### config.mk
export PLATFORM = sky130hd
export DESIGN_NAME = ssx_top
export DESIGN_NICKNAME = d
export VERILOG_FILES = /design/src/rtl/ssx_pkg.sv /design/src/rtl/ssx_clkgen.sv /design/src/rtl/ssx_sync_edge.sv /design/src/rtl/ssx_shifter.sv /design/src/rtl/ssx_top.sv
export SDC_FILE = /design/constraint.sdc
export NUM_CORES = 1
export LEC_CHECK = 0
export BUFFER_PORTS_ARGS = -buffer_cell sky130_fd_sc_hd__clkbuf_2
export CORE_MARGIN = 1.5
export CORE_UTILIZATION = 63
export CTS_CLUSTER_DIAMETER = 80
export DETAILED_ROUTE_END_ITERATION = 16
export PLACE_DENSITY_LB_ADDON = 0.12
export SLEW_MARGIN = 20
export SYNTH_ARGS = -nofsm -noshare
export SYNTH_HDL_FRONTEND = slang
export SYNTH_SLANG_ARGS = --single-unit
### constraint.sdc
create_clock -name clk -period 6.94 [get_ports clk]
set_input_delay 1.041 -clock clk [delete_from_list [all_inputs] [get_ports clk]]
set_output_delay 1.041 -clock clk [all_outputs]
set_load 0.05 [all_outputs]
### src/rtl/ssx_pkg.sv
package ssx_pkg;

    localparam int ADDR_W = 2;
    localparam int DATA_W = 8;
    localparam int WORD_W = 2 * DATA_W;
    localparam int CNT_W  = $clog2(WORD_W + 1);
    localparam int SEL_W  = 4;
    localparam int RATE_W = SEL_W - 1;
    localparam int DIV_W  = (1 << RATE_W);

    localparam int B_WIDE  = 6;
    localparam int B_START = 7;
    localparam int B_DONE  = 6;
    localparam int B_OVR   = 5;
    localparam int B_LVL   = 0;

    typedef enum logic [ADDR_W-1:0] {
        A_CTRL = 2'd0,
        A_STAT = 2'd1,
        A_DLO  = 2'd2,
        A_DHI  = 2'd3
    } reg_addr_e;

    typedef struct packed {
        logic             wide;
        logic [SEL_W-1:0] sel;
    } ctrl_t;

    typedef struct packed {
        logic fall;
        logic rise;
    } edge_t;

    function automatic logic sel_is_ext(input logic [SEL_W-1:0] s);
        return s[SEL_W-1];
    endfunction

    function automatic logic [CNT_W-1:0] frame_bits(input logic wide);
        return wide ? CNT_W'(WORD_W) : CNT_W'(WORD_W / 2);
    endfunction

endpackage

### src/rtl/ssx_clkgen.sv
module ssx_clkgen
    import ssx_pkg::*;
#(
    parameter int RW = RATE_W,
    parameter int DW = DIV_W
) (
    input  logic          clk,
    input  logic          rst,
    input  logic          run,
    input  logic [RW-1:0] rate,
    output logic          sck,
    output edge_t         stb
);

    logic [DW-1:0] cnt;
    logic [DW-1:0] lim;
    logic          at_lim;

    always_comb begin
        lim      = (DW'(1) << rate) - DW'(1);
        at_lim   = (cnt == lim);
        stb.fall = run && at_lim && sck;
        stb.rise = run && at_lim && !sck;
    end

    always_ff @(posedge clk) begin
        if (rst || !run) begin
            cnt <= '0;
            sck <= 1'b1;
        end else if (at_lim) begin
            cnt <= '0;
            sck <= ~sck;
        end else begin
            cnt <= cnt + DW'(1);
        end
    end

    // the generated clock is high in every cycle that follows an idle cycle
    a_r5_idle_high: assert property (@(posedge clk) disable iff (rst)
        !run |=> sck);

endmodule

### src/rtl/ssx_sync_edge.sv
module ssx_sync_edge
    import ssx_pkg::*;
#(
    parameter int SYNC_N = 2
) (
    input  logic  clk,
    input  logic  rst,
    input  logic  pin,
    output edge_t stb
);

    logic [SYNC_N:0] sh;

    always_ff @(posedge clk) begin
        if (rst) sh <= '1;
        else     sh <= {sh[SYNC_N-1:0], pin};
    end

    always_comb begin
        stb.rise = sh[SYNC_N-1] & ~sh[SYNC_N];
        stb.fall = ~sh[SYNC_N-1] & sh[SYNC_N];
    end

endmodule

### src/rtl/ssx_shifter.sv
module ssx_shifter
    import ssx_pkg::*;
#(
    parameter int W  = WORD_W,
    parameter int CW = $clog2(W + 1)
) (
    input  logic              clk,
    input  logic              rst,
    input  logic              abort,
    input  logic              go,
    input  logic              wide,
    input  edge_t             stb,
    input  logic              si,
    input  logic              wr_lo,
    input  logic              wr_hi,
    input  logic [W/2-1:0]    wdata,
    input  logic              lvl_wr,
    input  logic              lvl_val,
    output logic              busy,
    output logic [W-1:0]      word,
    output logic              so,
    output logic              done_pulse
);

    localparam int HALF = W / 2;

    logic [CW-1:0] nbit;
    logic [CW-1:0] total;

    always_comb begin
        total      = wide ? CW'(W) : CW'(HALF);
        done_pulse = busy && stb.rise && (nbit == total - CW'(1));
    end

    always_ff @(posedge clk) begin
        if (rst) begin
            busy <= 1'b0;
            nbit <= '0;
            word <= '0;
            so   <= 1'b1;
        end else begin
            if (abort) begin
                busy <= 1'b0;
                nbit <= '0;
            end else if (go && !busy) begin
                busy <= 1'b1;
                nbit <= '0;
            end else if (busy && stb.fall) begin
                so <= word[0];
            end else if (busy && stb.rise) begin
                if (wide) word <= {si, word[W-1:1]};
                else      word[HALF-1:0] <= {si, word[HALF-1:1]};
                nbit <= nbit + CW'(1);
                if (nbit == total - CW'(1)) busy <= 1'b0;
            end
            if (!busy) begin
                if (wr_lo)  word[HALF-1:0] <= wdata;
                if (wr_hi)  word[W-1:HALF] <= wdata;
                if (lvl_wr) so <= lvl_val;
            end
        end
    end

    // the bit counter never passes the frame length
    a_r1_count_bound: assert property (@(posedge clk) disable iff (rst)
        busy |-> (nbit < total));

    // while stopped the output moves only through a level write
    a_r10_so_hold: assert property (@(posedge clk) disable iff (rst)
        (!busy && $past(!busy) && !$past(lvl_wr)) |-> $stable(so));

endmodule

### src/rtl/ssx_top.sv
module ssx_top
    import ssx_pkg::*;
#(
    parameter int SYNC_N = 2
) (
    input  logic              clk,
    input  logic              rst,
    input  logic              reg_we,
    input  logic [ADDR_W-1:0] reg_addr,
    input  logic [DATA_W-1:0] reg_wdata,
    output logic [DATA_W-1:0] reg_rdata,
    input  logic              sck_in,
    output logic              sck_out,
    output logic              sck_oe,
    output logic              so,
    input  logic              si,
    output logic              irq
);

    ctrl_t             ctrl_q;
    logic              done_q;
    logic              ovr_q;
    logic              wr_ctrl, wr_stat, wr_lo, wr_hi;
    logic              ext;
    logic              busy;
    logic              done_pulse;
    logic [WORD_W-1:0] word;
    edge_t             int_stb, ext_stb, sel_stb;

    always_comb begin
        wr_ctrl = reg_we && (reg_addr_e'(reg_addr) == A_CTRL);
        wr_stat = reg_we && (reg_addr_e'(reg_addr) == A_STAT);
        wr_lo   = reg_we && (reg_addr_e'(reg_addr) == A_DLO);
        wr_hi   = reg_we && (reg_addr_e'(reg_addr) == A_DHI);
        ext     = sel_is_ext(ctrl_q.sel);
        sel_stb = ext ? ext_stb : int_stb;
    end

    ssx_clkgen u_clk (
        .clk  (clk),
        .rst  (rst),
        .run  (busy && !ext),
        .rate (ctrl_q.sel[RATE_W-1:0]),
        .sck  (sck_out),
        .stb  (int_stb)
    );

    ssx_sync_edge #(.SYNC_N(SYNC_N)) u_sync (
        .clk (clk),
        .rst (rst),
        .pin (sck_in),
        .stb (ext_stb)
    );

    ssx_shifter u_shf (
        .clk        (clk),
        .rst        (rst),
        .abort      (wr_ctrl),
        .go         (wr_stat && reg_wdata[B_START]),
        .wide       (ctrl_q.wide),
        .stb        (sel_stb),
        .si         (si),
        .wr_lo      (wr_lo),
        .wr_hi      (wr_hi),
        .wdata      (reg_wdata),
        .lvl_wr     (wr_stat),
        .lvl_val    (reg_wdata[B_LVL]),
        .busy       (busy),
        .word       (word),
        .so         (so),
        .done_pulse (done_pulse)
    );

    always_ff @(posedge clk) begin
        if (rst) begin
            ctrl_q <= '0;
            done_q <= 1'b0;
            ovr_q  <= 1'b0;
        end else begin
            if (wr_ctrl) begin
                ctrl_q.wide <= reg_wdata[B_WIDE];
                ctrl_q.sel  <= reg_wdata[SEL_W-1:0];
            end
            if (wr_stat) begin
                done_q <= done_q & reg_wdata[B_DONE];
                ovr_q  <= ovr_q & reg_wdata[B_OVR];
            end
            if (done_pulse)                  done_q <= 1'b1;
            if (ext && !busy && ext_stb.rise) ovr_q  <= 1'b1;
        end
    end

    always_comb begin
        sck_oe = busy && !ext;
        irq    = done_q;
        unique case (reg_addr_e'(reg_addr))
            A_CTRL:  reg_rdata = {1'b0, ctrl_q.wide, 2'b00, ctrl_q.sel};
            A_STAT:  reg_rdata = {busy, done_q, ovr_q, 4'b0000, so};
            A_DLO:   reg_rdata = word[DATA_W-1:0];
            default: reg_rdata = word[WORD_W-1:DATA_W];
        endcase
    end

    // the completion flag rises only at the end of a running frame
    a_r8_done_src: assert property (@(posedge clk) disable iff (rst)
        $rose(done_q) |-> $past(busy));

    // overrun rises only for a pin edge with no frame under way
    a_r9_ovr_src: assert property (@(posedge clk) disable iff (rst)
        $rose(ovr_q) |-> $past(ext && !busy));

    // a frame begins only from a start write
    a_r4_start_src: assert property (@(posedge clk) disable iff (rst)
        $rose(busy) |-> $past(wr_stat && reg_wdata[B_START]));

    // a control write always leaves the shifter stopped
    a_r11_abort: assert property (@(posedge clk) disable iff (rst)
        wr_ctrl |=> !busy);

endmodule

==> reports/summary.txt, run 1 <==
Post-Syn Nets: 339
# hold bufs at CTS: 0
Vias per inst: 6.554
Final WS setup: 3.545 ns
Setup bufs post-CTS: 0
Final wirelength: 6.385 mm
Post-DRT Antenna Nets: 0
Worst Min Path Start: u_sync.sh[0]
Mapped cell area: 2545 um^2
Number of DRC markers in iteration 0: 289
Top post-synthesis cells by count: dfxtp_1 (42), nor2_1 (38), nand2_1 (28)
RSZ-0062 raised after global routing: false
Final net count: 352
CP endpoint kind: flop
All-Layer GR Usage: 31.02%
Layout cells sized above 1: 15.22%
WL/cell: 16.67 um
Post-synthesis sequential area ratio: 33.04%
Global-route wire length before repair: 10.54 mm
Setup-failing EPs final: 0
Setup crit start kind: flop
Clock buffer count from CTS: 5
Critical R2R Launch: ctrl_q[2]
EDFF count, synth: 0
Grt ovf: 0
Synth top area share: 33.04%
RR Endpoint: u_shf.word[14]
Worst-Margin Slew: 0.8920 ns
Clk pin slew, worst setup/hold paths: 0.08 ns
N_diodes: 0
Die ar.: 4430 um^2
Clock Sinks: 42
Hold EP: u_sync.sh[1]
Die Wd: 66.56 um
Most numerous cell in the Yosys netlist: dfxtp_1
Post-Syn Instances: 321
Initial antenna violation count: 0
CTS root buffer: clkbuf_8
Core Box Area: 3771 um^2
Post-synth ARST share: 0%
TritonRoute pass-1 iters: 6
Final hold violation count: 0
Worst reg2reg path depth: 8
I/O pin cnt: 27
VDD IR max: 0.0002140 V
CP max FO: 14
Gpl congestion: 0.8593
Reg2Reg Setup Slack: 3.55 ns
Port Buffers: 26
Slew margin rel.: 40.07%
Starting Density: 67.49%
DPL Wire Length: 4.465 mm
Max Cap Viol: 0
Slew Limit Fails: 0
CTS resizes: 0
P per Cell Area: 209.5 nW/um^2
Outcome: completed
H-tree depth: 2
Fmax: 0.2946 GHz
Seq cells post-synth: 42
Die height: 66.56 um
Worst skew pair latency: 0.30 ns
Fin Setup TNS: 0 ns
Cell Rows: 22
Worst Path Arrival: 3.55 ns
Largest cells by area after synthesis: dfxtp_1 (33%), nor2_1 (5.6%), nand2_1 (4.1%)
Vias: 2,510
Vias in the first global route: 2,199
Layout area overhead: 9.833%
Distinct cells, synth: 54
Hold WC Path Type: flop to flop
Cell taking the most area after synthesis: dfxtp_1
Hold Crit Depth: 1
Synth Area per Inst: 7.928 um^2
Warnings, synthesis: 0
Clock buffer depth: 2
Worst Clk Skew: 0.004933 ns
Kind of critical path: flop to flop
Leak: 0.001068 uW
CP Data Required Time: 7.10 ns
TritonCTS clock tree: built
Pre-CTS setup slack: 3.600 ns
Largest net degree at the start of global routing: 36
DRC: 0
Post-route clock period utilization: 48.92%
Top_reg_cell synth: dfxtp_1
Minimum clock period: 3.395 ns
logic make-up after synthesis:
logic type,count (synthesis),share of synthesized area (%)
AO/OA/AOI/OAI,70,19.32
multiplexers,12,5.998
flip-flops,42,33.04
XOR/XNOR,11,3.786
buffers and inverters,24,3.834
adder cells (fa/ha/maj),3,1.475
AND/OR/NAND/NOR,159,32.55
state kept, by name, indices dropped and copies added, names as in the netlist, 3 cells and up:
register,flops
u_clk.cnt,8
u_shf.nbit,5
u_sync.sh,3
ctrl_q,5
u_shf.word,16
per-stage QoR:
| step | utilization [%] | hold WS [ns] | instance area, um^2 | total power (uW) | instances |
|---|---|---|---|---|---|
| 2_1_floorplan | - | 0.3895 | 2545 | 327.3 | 321 |
| 3_3_place_gp | 70.34 | 0.4050 | 2653 | 347.3 | 375 |
| 3_5_place_dp | 70.34 | 0.3958 | 2653 | 348.3 | 375 |
| 4_1_cts | 74.12 | 0.4143 | 2795 | 583.0 | 383 |
| 5_1_grt | 74.12 | 0.4408 | 2795 | 603.9 | 383 |
| 6_report | 74.12 | 0.4139 | 2795 | 585.7 | 383 |
worst max-delay path by stage:
stage	startpoint	to	slack (ns)	cells after the start
2_1_floorplan	reg_addr[0]	reg_rdata[4]	3.72	3
3_3_place_gp	ctrl_q[2]	u_shf.word[8]	3.63	8
3_5_place_dp	ctrl_q[2]	u_shf.word[14]	3.60	8
4_1_cts	ctrl_q[2]	u_shf.word[14]	3.57	8
5_1_grt	ctrl_q[2]	u_shf.word[10]	3.35	8
6_report	ctrl_q[2]	u_shf.word[14]	3.55	8
layout by cell type, fill, tap and decap left out, types with 2 or more instances in the layout:
cell type,Yosys,layout
dfxtp_1,42,42
and3_1,2,2
or3_1,9,9
inv_1,4,4
a211oi_1,7,7
or4_1,3,3
nor2b_1,6,6
a21boi_0,5,5
o211ai_1,3,3
nand3_1,17,17
xor2_1,4,4
a21oi_1,19,19
or2_2,5,5
o21bai_1,5,5
bufinv_16,0,2
nor3_1,13,13
mux4_2,2,2
clkbuf_2,1,26
a311oi_1,2,2
o21ai_0,6,6
xnor2_1,7,7
nor4_1,10,10
nand2_1,28,28
ha_1,3,3
mux2_2,6,6
a22o_1,5,5
a31oi_1,5,5
nand4_1,5,5
nor2_1,38,38
clkbuf_8,0,6
nand2b_1,15,15
mux2i_1,4,4
cell type report:
| cell class | instances | area, um^2 |
|---|---|---|
| fillers | 312 | 975.9 |
| well taps | 48 | 60.06 |
| inverters | 4 | 15.01 |
| clock buffers | 6 | 82.58 |
| clock inverters | 2 | 60.06 |
| flip-flops and latches | 42 | 840.8 |
| multi-input cells | 255 | 1607 |
| repair buffers | 26 | 130.1 |
worst max-delay path, stage by stage, from the launching register on:
cell	delay (ns)
dfxtp_1	0.44
or3_1	0.42
ha_1	0.30
o21ba_2	0.23
o311ai_0	0.62
nand4_1	0.28
or4_1	0.63
a21oi_1	0.24
nor4_1	0.07
metal layers:
metal / wire (um) / global-route usage [%] / up-vias
li1: - / - / 1202
met1: 2898 / 45.27 / 1157
met2: 2800 / 46.63 / 139
met3: 616 / 6.081 / 12
met4: 70 / 7.908 / 0
met5: 0 / 0 / -
report_power, final:
group / internal, uW / total, uW / leakage [uW] / switching (uW)
sequential: 248 / 257 / 0.000342 / 8.95
clock: 153 / 241 / 0.0000714 / 87.3
combinational: 32.0 / 87.5 / 0.000655 / 55.5
Power figures use the tool's default switching activity.
==> run 2: changes to the inputs <==
Settings changed: CORE_UTILIZATION 63 to 53.
Clock period 6.94 ns to 3 ns, I/O delays scaled along.
==> reports/summary.txt, run 2 (same netlist as run 1, synthesis figures left out) <==
Gpl congestion: 0.8945 (was 0.8593)
Reg area: 840.8 um^2 (unchanged)
Worst-Margin Slew: 0.6604 ns (was 0.8920 ns)
Core Box Area: 4661 um^2 (was 3771 um^2)
Largest regs: u_shf.word x16, u_clk.cnt x8 (unchanged)
Initial antenna violation count: 0 (unchanged)
Final hold violation count: 0 (unchanged)
Clock buffer depth: 2 (unchanged)
RSZ-0062 raised after global routing: true (was false)
Switch share: 29.02% (was 25.90%)
Fmax: 0.3366 GHz (was 0.2946 GHz)
Most common cell after layout, fill and taps aside: dfxtp_1 (unchanged)
CP endpoint kind: flop (unchanged)
Post-route clock period utilization: 99.02% (was 48.92%)
Placed inst area: 2758 um^2 (was 2653 um^2)
Clock buffer count from CTS: 5 (unchanged)
Clock Sinks: 42 (unchanged)
Grt ovf: 0 (unchanged)
Final net count: 365 (was 352)
CP delay by family, top: simple AND/OR/NAND/NOR gates (unchanged)
WL/cell: 15.83 um (was 16.67 um)
Worst Path Arrival: 3.13 ns (was 3.55 ns)
Number of DRC markers in iteration 0: 165 (was 289)
Switch Pwr: 334.0 uW (was 151.7 uW)
Max Cap Viol: 0 (unchanged)
Slew margin rel.: 55.98% (was 40.07%)
Largest register by flop count: u_shf.word (unchanged)
Minimum clock period: 2.971 ns (was 3.395 ns)
I/O pin cnt: 27 (unchanged)
Port Buffers: 26 (unchanged)
Die ar.: 5227 um^2 (was 4430 um^2)
Vias per inst: 6.015 (was 6.554)
Slew Limit Fails: 0 (unchanged)
Global-route wire length before repair: 10.85 mm (was 10.54 mm)
Post-DRT Antenna Nets: 0 (unchanged)
CTS root buffer: clkbuf_8 (unchanged)
CP max FO: 8 (was 14)
Buf/Inv on CP: 0 (unchanged)
Cell-internal power: 816.7 uW (was 434.0 uW)
Hold WC Path Type: input port to flop (was flop to flop)
Kind of critical path: flop to flop (unchanged)
Largest register FFs: 16 (unchanged)
Clk pin slew, worst setup/hold paths: 0.07 ns (was 0.08 ns)
N_diodes: 0 (unchanged)
Comb power frac: 18.6% (was 14.9%)
# hold bufs at CTS: 0 (unchanged)
Commonest non-fill, non-tap cells in the layout: dfxtp_1 (42), nor2_1 (38), nand2_1 (28), clkbuf_2 (26), a21oi_1 (19) (unchanged)
VDD IR max: 0.0002825 V (was 0.0002140 V)
Placed cell count: 394 (was 375)
Final wirelength: 6.346 mm (was 6.385 mm)
DPL Wire Length: 4.636 mm (was 4.465 mm)
Leak: 0.001102 uW (was 0.001068 uW)
Worst path max stage delay: 0.70 ns (was 0.63 ns)
Fin Setup TNS: 0 ns (unchanged)
Setup crit start kind: flop (unchanged)
Layout area overhead: 11.60% (was 9.833%)
TritonRoute pass-1 iters: 4 (was 6)
Vias: 2,412 (was 2,510)
Worst Clk Skew: 0.005972 ns (was 0.004933 ns)
Cell Rows: 25 (was 22)
Die height: 72.30 um (was 66.56 um)
Area of the multi-input gates: 1613 um^2 (was 1607 um^2)
TritonCTS clock tree: built (unchanged)
Non-filler cells, final: 401 (was 383)
Crit path cell chain: or3_1 -> ha_1 -> xor2_1 -> nor3_1 -> a2111o_1 -> or4_1 -> a21oi_1 -> nor4_1 (was or3_1 -> ha_1 -> o21ba_2 -> o311ai_0 -> nand4_1 -> or4_1 -> a21oi_1 -> nor4_1)
DRC: 0 (unchanged)
Number of fill cells: 435 (was 312)
Outcome: completed (unchanged)
Largest net degree at the start of global routing: 36 (unchanged)
Vias in the first global route: 2,212 (was 2,199)
Clk network pwr share: 30.1% (was 41.1%)
CP Data Required Time: 3.16 ns (was 7.10 ns)
All-Layer GR Usage: 26.48% (was 31.02%)
Slowest CP cell: or4_1 (unchanged)
P per Cell Area: 405.1 nW/um^2 (was 209.5 nW/um^2)
Die Wd: 72.30 um (was 66.56 um)
Worst skew pair latency: 0.30 ns (about the same)
Starting Density: 54.60% (was 67.49%)
Layout cells sized above 1: 17.87% (was 15.22%)
Sequential cell fraction of total power: 51.3% (was 44.0%)
Setup-failing EPs final: 0 (unchanged)
H-tree depth: 2 (unchanged)
Post-route design area: 2840 um^2 (was 2795 um^2)
==> run 2: changes by cell type in the layout (fill, tap and decap cells not counted), sizes merged <==
| cell | change |
|---|---|
| buf | +13 |
| bufinv | -2 |
| clkbuf | +1 |
==> run 2: metrics by stage <==
| stage | total power, uW | hold WS, ns | setup slack, ns | utilization [%] |
|---|---|---|---|---|
| 2_1_floorplan | 757.2 | 0.3895 | 0.07112 | - |
| 5_1_grt | 1205 | 0.3233 | -0.1145 | 60.94 |
| 4_1_cts | 1158 | 0.3219 | 0.06852 | 60.81 |
| 3_3_place_gp | 812.5 | 0.3930 | 0.1525 | 59.17 |
| 3_5_place_dp | 814.0 | 0.3923 | 0.08154 | 59.17 |
| 6_report | 1151 | 0.3312 | 0.02932 | 60.94 |
==> run 2: worst reg2reg max path: cells and delay by family (launching register included) <==
family	cells	cell delay (ns)
adder cells (fa/ha/maj)	1	0.31
AO/OA/AOI/OAI	2	0.67
XOR/XNOR	1	0.30
AND/OR/NAND/NOR	4	1.25
flip-flops	1	0.31
==> run 2: path summary, 6_finish.rpt <==
path	slack, ns	startpoint	cells past startpoint	end
worst max-delay path	0.03	ctrl_q[2]	8	u_shf.word[10]
worst max register to register	0.03	ctrl_q[2]	8	u_shf.word[10]
worst min-delay path	0.33	sck_in	2	u_sync.sh[0]
worst min register to register	0.41	u_sync.sh[0]	1	u_sync.sh[1]
==> run 2: cell type report <==
class | instances | area share (%)
Clock buffer | 7 | 2.687
Inverter | 4 | 0.5286
Multi-Input combinational cell | 255 | 56.78
Sequential cell | 42 | 29.60
Tap cell | 54 | 2.379
Timing Repair Buffer | 39 | 8.018
==> run 2: timing repair <==
item,CTS,global route
buffers inserted,0,0
resized for setup,0,2
setup endpoints to repair,0,32
==> run 2: power groups by stage <==
stage               sequential [uW]  clock [uW]  combinational (uW)
floorplan                       602           0                 155
global placement                603           0                 210
detailed placement              603           0                 211
CTS                             589         356                 213
global route                    592         376                 237
finish                          590         346                 215
==> run 2: metal layers <==
layer  vias to the layer above  GRT usage, %  wire [um]
met5                         -             0          0
met2                        54         39.09       2771
met1                      1115         38.21       3146
li1                       1234             -          -
met3                         9         5.278        317
met4                         0         9.853        110
